<file path="src/rtl/irq_prio_ctrl.sv">
module irq_prio_ctrl #(
  parameter int VW = 16,
  parameter logic [VW-1:0] VEC_TRAP = 16'h0024,
  parameter logic [VW-1:0] VEC_R75  = 16'h003C,
  parameter logic [VW-1:0] VEC_R65  = 16'h0034,
  parameter logic [VW-1:0] VEC_R55  = 16'h002C
) (
  input  logic          clk,
  input  logic          rst_n,
  input  logic          sample_i,
  input  logic          trap_i,
  input  logic          rst75_i,
  input  logic          rst65_i,
  input  logic          rst55_i,
  input  logic          intr_i,
  input  logic          ei_i,
  input  logic          di_i,
  input  logic          mask_wr_i,
  input  logic [2:0]    mask_data_i,
  input  logic          clr75_i,
  output logic          vec_valid_o,
  output logic [VW-1:0] vector_o,
  output logic          ack_o,
  output logic [8:0]    status_o
);

  logic       ie_q;
  logic [2:0] mask_q;
  logic       trap_prev, trap_lat, r75_prev, r75_lat;
  logic [4:0] req, sel;
  logic       take;

  assign req[4] = trap_lat & trap_i;
  assign req[3] = ie_q & ~mask_q[2] & r75_lat;
  assign req[2] = ie_q & ~mask_q[1] & rst65_i;
  assign req[1] = ie_q & ~mask_q[0] & rst55_i;
  assign req[0] = ie_q & intr_i;

  always_comb begin
    sel = '0;
    if      (req[4]) sel[4] = 1'b1;
    else if (req[3]) sel[3] = 1'b1;
    else if (req[2]) sel[2] = 1'b1;
    else if (req[1]) sel[1] = 1'b1;
    else if (req[0]) sel[0] = 1'b1;
  end

  assign take     = sample_i & (|req);
  assign status_o = {ie_q, mask_q, trap_lat & trap_i, r75_lat, rst65_i, rst55_i, intr_i};

  always_ff @(posedge clk or negedge rst_n) begin
    if (!rst_n) begin
      ie_q        <= 1'b0;
      mask_q      <= 3'b111;
      trap_prev   <= 1'b0;
      trap_lat    <= 1'b0;
      r75_prev    <= 1'b0;
      r75_lat     <= 1'b0;
      vec_valid_o <= 1'b0;
      ack_o       <= 1'b0;
      vector_o    <= '0;
    end else begin
      trap_prev <= trap_i;
      r75_prev  <= rst75_i;
      trap_lat  <= trap_i & (trap_lat | ~trap_prev) & ~(take & sel[4]);
      if (rst75_i & ~r75_prev)                          r75_lat <= 1'b1;
      else if ((take & sel[3]) | (mask_wr_i & clr75_i)) r75_lat <= 1'b0;
      if (mask_wr_i) mask_q <= mask_data_i;
      if (take)      ie_q <= 1'b0;
      else if (di_i) ie_q <= 1'b0;
      else if (ei_i) ie_q <= 1'b1;
      vec_valid_o <= take & ~sel[0];
      ack_o       <= take & sel[0];
      if (take & ~sel[0])
        vector_o <= sel[4] ? VEC_TRAP : sel[3] ? VEC_R75 : sel[2] ? VEC_R65 : VEC_R55;
    end
  end

  p_one_result_r1: assert property (@(posedge clk) disable iff (!rst_n)
    !(vec_valid_o && ack_o));
  p_only_at_strobe_r2: assert property (@(posedge clk) disable iff (!rst_n)
    (vec_valid_o || ack_o) |-> $past(sample_i));
  p_ie_cleared_r5: assert property (@(posedge clk) disable iff (!rst_n)
    (vec_valid_o || ack_o) |-> !ie_q);
  p_ack_needs_intr_r6: assert property (@(posedge clk) disable iff (!rst_n)
    ack_o |-> $past(intr_i));
  p_trap_high_r7: assert property (@(posedge clk) disable iff (!rst_n)
    (vec_valid_o && vector_o == VEC_TRAP) |-> $past(trap_i));
  p_mask_hold_r4: assert property (@(posedge clk) disable iff (!rst_n)
    !$past(mask_wr_i) |-> $stable(mask_q));

endmodule

</file>
<file path="config.mk">
export PLATFORM = sky130hd
export DESIGN_NAME = irq_prio_ctrl
export DESIGN_NICKNAME = d
export VERILOG_FILES = /design/src/rtl/irq_prio_ctrl.sv
export SDC_FILE = /design/constraint.sdc
export NUM_CORES = 1
export LEC_CHECK = 0
export ABC_AREA = 1
export BUFFER_PORTS_ARGS = -buffer_cell sky130_fd_sc_hd__buf_2
export CAP_MARGIN = 10
export CORE_ASPECT_RATIO = 0.75
export CORE_UTILIZATION = 41
export CTS_BUF_LIST = sky130_fd_sc_hd__clkbuf_4 sky130_fd_sc_hd__clkbuf_8
export DETAILED_ROUTE_END_ITERATION = 10
export HOLD_SLACK_MARGIN = 0.02
export PLACE_DENSITY = 0.77
export SLEW_MARGIN = 30
export SYNTH_ARGS = -nofsm -noshare
export SYNTH_HDL_FRONTEND = slang
export SYNTH_SLANG_ARGS = --single-unit
export TNS_END_PERCENT = 100
</file>
<file path="constraint.sdc">
create_clock -name clk -period 1 [get_ports clk]
set_input_delay 0 -clock clk [delete_from_list [all_inputs] [get_ports clk]]
set_output_delay 0 -clock clk [all_outputs]
set_load 0.01 [all_outputs]
</file>
==> metrics.txt, run 1 <==
Synthesis Warnings 0; multi-input logic area ~370 µm²; Mapped Cells 91; Max clock buf depth 2; Flop pwr share a little over two fifths; syn avg cell area just under 9 µm²; fraction of layout cells with a size suffix above 1 a little over half; WHS Path Cells 3; Pre-Repair DR Iteration Count 4; WL met1 631 µm; starting DRC count in detailed routing 8; Routed WL per cell between 10 and 15 µm; fin crit period ~1.2 ns; met2 WL 932 µm; DRC violations left 0; clock sink count 13; reg2reg path depth 7; Crit Path Max Fanout 8; r2r endpoint r75_lat; final layout net count ~150; Max VDD drop between 0.0008 and 0.0009 V; CTS tree done; WL met3 117 µm; core area 1770 µm²; root buf cell clkbuf_4; Max-cap violations 0; most common cell after layout, fill and taps aside buf_2; Critical Path Sink Type flop; Post-DP HPWL between 1 and 1.5 mm; pwr dens roughly 1300 nW/µm²; Clock Pin Slew Worst Setup and Hold Paths around 0.07 ns; Post-Syn Area 795 µm²; first-pass GRT wire length around 2.5 mm; final WL ~1.7 mm; hold path startpoint ei_i; Initial Utilization ~45%; top_reg_cell synth dfrtp_1; Pwr Total 1.47 mW; gr usage total 17.8%; CTS H-tree depth 1; Via density between 4 and 5; largest net degree at the start of global routing 14; # setup viols final 11; input/output buffers 29; RSZ-0062 raised after global routing true; flops & latches, synth 13; final-report max-slew violation count 0; clock latency on the worst-skew pair approximately 0.28 ns; status finished with violations; R2R Setup Slk -0.16 ns; Crit Path Class reg -> reg; Fmax ~860 MHz; Placer Congestion 0.861; register area 330 µm²; Clk pwr share 23.7%; FP Rows 13; DR top layer met3; failing checks negative setup slack; min-delay worst type in -> reg; I/O pin count 42; P_sw around 0.46 mW; Cell Int Power slightly above 1 mW; antenna cells 0; post-synth cell types 22; Hold Fails Final Rpt 0; die area 2120 µm²; skew final about 0.00047 ns; GRT overflow 0; Seq/Total Area, Yosys around two fifths; WHS Endpoint ie_q; Worst Setup Start Kind flop; r2r startpoint ie_q; area delta synth->final 45.7%; Final Util between 60% and 70%; overall die height 40.1 µm; CTS Buf Count 3; most frequent cells in the layout buf_2, nand2_1, conb_1; vias in the first global route 618; Comb pwr share 32.8%; Lkg Pwr just over 0.6 nW; fraction of registers with async set/reset 100%; Tcrit/Tclk final 116%; Antenna Violating Nets Remaining 0; Required @ worst endpoint between 1 and 1.5 ns; Vias around 670; die width approximately 53 µm; Net Sw Frac between 30% and 40%; Post-synth EDFFs 0; fill cell count between 150 and 200; antenna violations before repair 0; CP arrival ~1.4 ns; Final WS setup -0.161 ns
==> cell usage after synthesis, types with 2 or more instances <==
cell	count	area [µm²]
nand2_2	7	43.8
nor2_1	4	15.0
nand3b_1	2	15.0
buf_4	18	135
nand3_2	3	30.0
nor2_2	2	12.5
nand3_1	3	15.0
o21ai_0	3	15.0
dfrtp_1	10	250
dfstp_2	3	78.8
nor2_4	2	22.5
inv_1	8	30.0
nand2_1	16	60.1
inv_2	2	7.51
==> layer usage <==
metal  up-vias  track usage [%]
met1       297             17.6
met5         -                0
li1        345                -
met4         0             3.95
met3         0             7.58
met2        30             35.4
==> cell families after synthesis <==
kind of cell           synth area share, %
DFF                                   41.4
other                                0.472
buffers and inverters                 23.2
and+or+nand+nor                       30.4
AOI/OAI and AO/OA                     4.57
==> worst max path at each step <==
stage / startpoint / to / slack [ns] / depth (start not counted)
after floorplan: mask_q[1] / vector_o[2] / -0.1 / 7
after global placement: ie_q / vector_o[3] / -0.18 / 7
after detailed placement: ie_q / vector_o[4] / -0.23 / 7
after CTS: mask_q[0] / vector_o[4] / -0.16 / 8
after global routing: mask_q[2] / ie_q / -0.23 / 6
final: ie_q / r75_lat / -0.16 / 7
==> power groups by stage <==
stage	combinational (mW)	sequential [mW]	clock (mW)
5_1_grt	0.537	0.647	0.384
3_3_place_gp	0.357	0.642	0
3_5_place_dp	0.364	0.646	0
4_1_cts	0.431	0.639	0.359
2_1_floorplan	0.259	0.654	0
6_report	0.483	0.639	0.349
==> worst max-delay path, stage by stage, from the launching register on <==
cell and delay [ns]:
dfrtp_2 0.49, nand2_2 0.10, nand2_2 0.06, nor2_2 0.15, nand2_4 0.08, nand3b_1 0.10, nand2_1 0.05, nand2_1 0.05
==> stage by stage <==
stage	setup slack, ns	hold slack, ns	std cells	area, µm²	TNS [ns]
after detailed placement	-0.235	-0.0956	139	910	-1.30
final	-0.161	0.0187	157	1160	-1.34
after global placement	-0.180	-0.100	139	910	-0.999
after CTS	-0.157	0.0250	156	1090	-1.24
after floorplan	-0.0991	-0.296	102	846	-0.585
after global routing	-0.227	0.0318	157	1160	-1.99
==> what timing repair did <==
action,4_1_cts,5_1_grt
setup endpoints to repair,12,14
resized for setup,8,13
hold buffers,10,0
gates cloned,0,0
hold endpoints to repair,21,0
buffers inserted,3,1
pin swaps,0,4
==> state kept, by name, summed over array words and instances (netlist names) <==
register,cells
ie_q,1
vec_valid_o,1
mask_q,3
vector_o,3
r75_lat,1
trap_prev,1
trap_lat,1
ack_o,1
r75_prev,1
==> final cells by class <==
cell class	count	share of cell area [%]
Clock buffer	4	2.59
Sequential cell	13	28.5
Timing Repair Buffer	48	30.7
Inverter	10	3.68
Tap cell	22	2.38
Multi-Input combinational cell	60	32.1
No activity file was read; power rests on OpenSTA's default activity.
==> inputs of run 2 (changes only) <==
REMOVE_ABC_BUFFERS = 1   (was not set)
==> run 2 against run 1 <==
Net effect: the flow still finishes with violations (negative setup slack); register-to-register slack got worse by 0.11 ns; worst hold slack improved by 0.020 ns; clock skew rose by 0.0041 ns; global-route usage rose by 3.1 points; sequential power fell by 1%; critical path depth fell by 1; power rose by 5.5%; die area did not move; sequential share of layout area fell by 2.0 points; via count rose by 9.4%; final area rose by 7.5%; critical path type unchanged; largest power group unchanged.
==> metrics.txt, run 2 (synthesis gave the netlist of run 1 again) <==
status finished with violations; failing checks negative setup slack; post-route cell area 1240 µm² (+7.5%); WL met3 112 µm (-4.3%); Worst Setup Start Kind flop; Vias 735 (+9.4%); clock latency on the worst-skew pair 0.28 ns (about the same); gr usage total 21.0% (+3.1 points); fraction of layout cells with a size suffix above 1 55.4% (+2.8 points); CP arrival 1.45 ns (+0.07 ns); CTS H-tree depth 1 (unchanged); die area 2120 µm² (unchanged); antenna violations before repair 0 (unchanged); clock sink count 13 (unchanged); WHS Endpoint r75_lat; Max clock buf depth 2 (unchanged); r2r endpoint r75_lat; Crit Path Max Fanout 3 (-5); Placer Congestion 0.800 (-7.1%); FP Rows 13 (unchanged); GRT overflow 0 (unchanged); Clock Pin Slew Worst Setup and Hold Paths 0.09 ns (+0.02 ns); Fmax 788 MHz (-8.5%); most common cell after layout, fill and taps aside buf_2; die width 52.8 µm (unchanged); starting DRC count in detailed routing 16 (+8); DRC violations left 0 (unchanged); Antenna Violating Nets Remaining 0 (unchanged); Pre-Repair DR Iteration Count 4 (unchanged); met2 WL 1.16 mm (+25%); # setup viols final 12 (+1); biggest regs mask_q (3), vector_o (3); Final Non-Filler Cells 161 (+2.5%); Final WS setup -0.269 ns (-0.108 ns); final-report max-slew violation count 0 (unchanged); DR top layer met4; area delta synth->final 56.5%; Tcrit/Tclk final 127% (+11 points); fill cell count 132 (-13%); root buf cell clkbuf_4; Crit Path Class reg -> reg; r2r startpoint ie_q; pwr dens 1250 nW/µm² (-1.8%); Critical Path Sink Type flop; CTS tree done; area post-placement 892 µm² (-1.9%); min-delay worst type in -> reg; Max-cap violations 0 (unchanged); vias in the first global route 643 (+4.0%); most frequent cells in the layout buf_2, nand2_1, conb_1; overall die height 40.1 µm (unchanged); Hold Fails Final Rpt 0 (unchanged); DP Worst Slack -0.274 ns (-0.0396 ns); Final Util 70.1% (+4.9 points); input/output buffers 29 (unchanged); antenna cells 0 (unchanged); Max VDD drop 0.00105 V (+19%); Routed WL per cell 13.5 µm (+26%); reg2reg path depth 6 (-1); fin crit period 1.27 ns (+0.108 ns); skew final 0.00453 ns (+0.00407 ns); Pwr Total 1.55 mW (+5.5%); # placed instances 138 (-0.72%); Initial Utilization 44.8% (unchanged); core area 1770 µm² (unchanged); final WL 2.18 mm (+29%); Lkg Pwr 0.639 nW (+5.3%); WL met1 856 µm (+36%); Via density 4.57 (+6.7%); Post-DP HPWL 1.16 mm (-0.41%); final layout net count 155 (+2.6%); Required @ worst endpoint 1.18 ns (-0.04 ns); first-pass GRT wire length 2.90 mm (+16%); RSZ-0062 raised after global routing true; WHS Path Cells 4 (+1); hold path startpoint mask_wr_i; largest net degree at the start of global routing 14 (unchanged); R2R Setup Slk -0.27 ns (-0.11 ns); I/O pin count 42 (unchanged); CTS Buf Count 3 (unchanged)
run 2: cell types whose count changed in the layout (fill, tap and decap cells not counted), sizes merged:
cell | before | now
dlygate4sd3 | 10 | 11
clkbuf | 4 | 3
buf | 38 | 41
clkinv | 0 | 1
run 2: per-stage QoR:
step	TNS, ns	hold WS, ns
2_1_floorplan	-0.935	-0.296
3_3_place_gp	-1.25	-0.104
3_5_place_dp	-1.52	-0.0960
4_1_cts	-1.32	0.0270
5_1_grt	-2.49	0.0365
6_report	-1.94	0.0387
run 2: where the power goes:
part | leakage [nW] | switching, mW | internal (mW)
Combinational | 0.470 | 0.303 | 0.279
Clock | 0.0177 | 0.189 | 0.149
Sequential | 0.151 | 0.0412 | 0.591
Total | 0.639 | 0.534 | 1.02
run 2: layer usage:
metal	vias up	global-route usage (%)
met2	37	39.2
li1	347	-
met3	6	7.20
met4	0	7.89
met5	-	0
met1	345	22.3
run 2: what timing repair did:
item | 4_1_cts | 5_1_grt
endpoints found under the setup margin | 11 | 13
pin swaps | 3 | 5
buffers inserted | 1 | 7
gates resized for setup | 10 | 24
hold buffers | 11 | 0
endpoints found under the hold margin | 21 | 0
run 2: final cells by class:
cell class	instances	area (µm²)	area share (%)
repair buffers	52	405	32.6
flip-flops and latches	13	330	26.6
inverters	10	42.5	3.42
multi-input cells	60	410	33.0
well taps	22	27.5	2.21
clock inverters	1	5.00	0.402
clock buffers	3	22.5	1.81
run 2: worst max-delay path, cell delays in order, from the launching register on:
cell      delay [ns]
dfrtp_2         0.43
nand2_2         0.08
nor2_4          0.17
nand2_1         0.12
nand3b_1        0.21
nand2_1         0.09
nand2_1         0.05
run 2: worst max path at each step:
stage	from	depth (start not counted)	slack, ns	endpoint
after floorplan	ie_q	7	-0.18	vector_o[3]
after global placement	ie_q	7	-0.24	vector_o[3]
after detailed placement	ie_q	6	-0.27	r75_lat
after CTS	ie_q	6	-0.19	r75_lat
after global routing	ie_q	8	-0.31	r75_lat
final	ie_q	6	-0.27	r75_lat
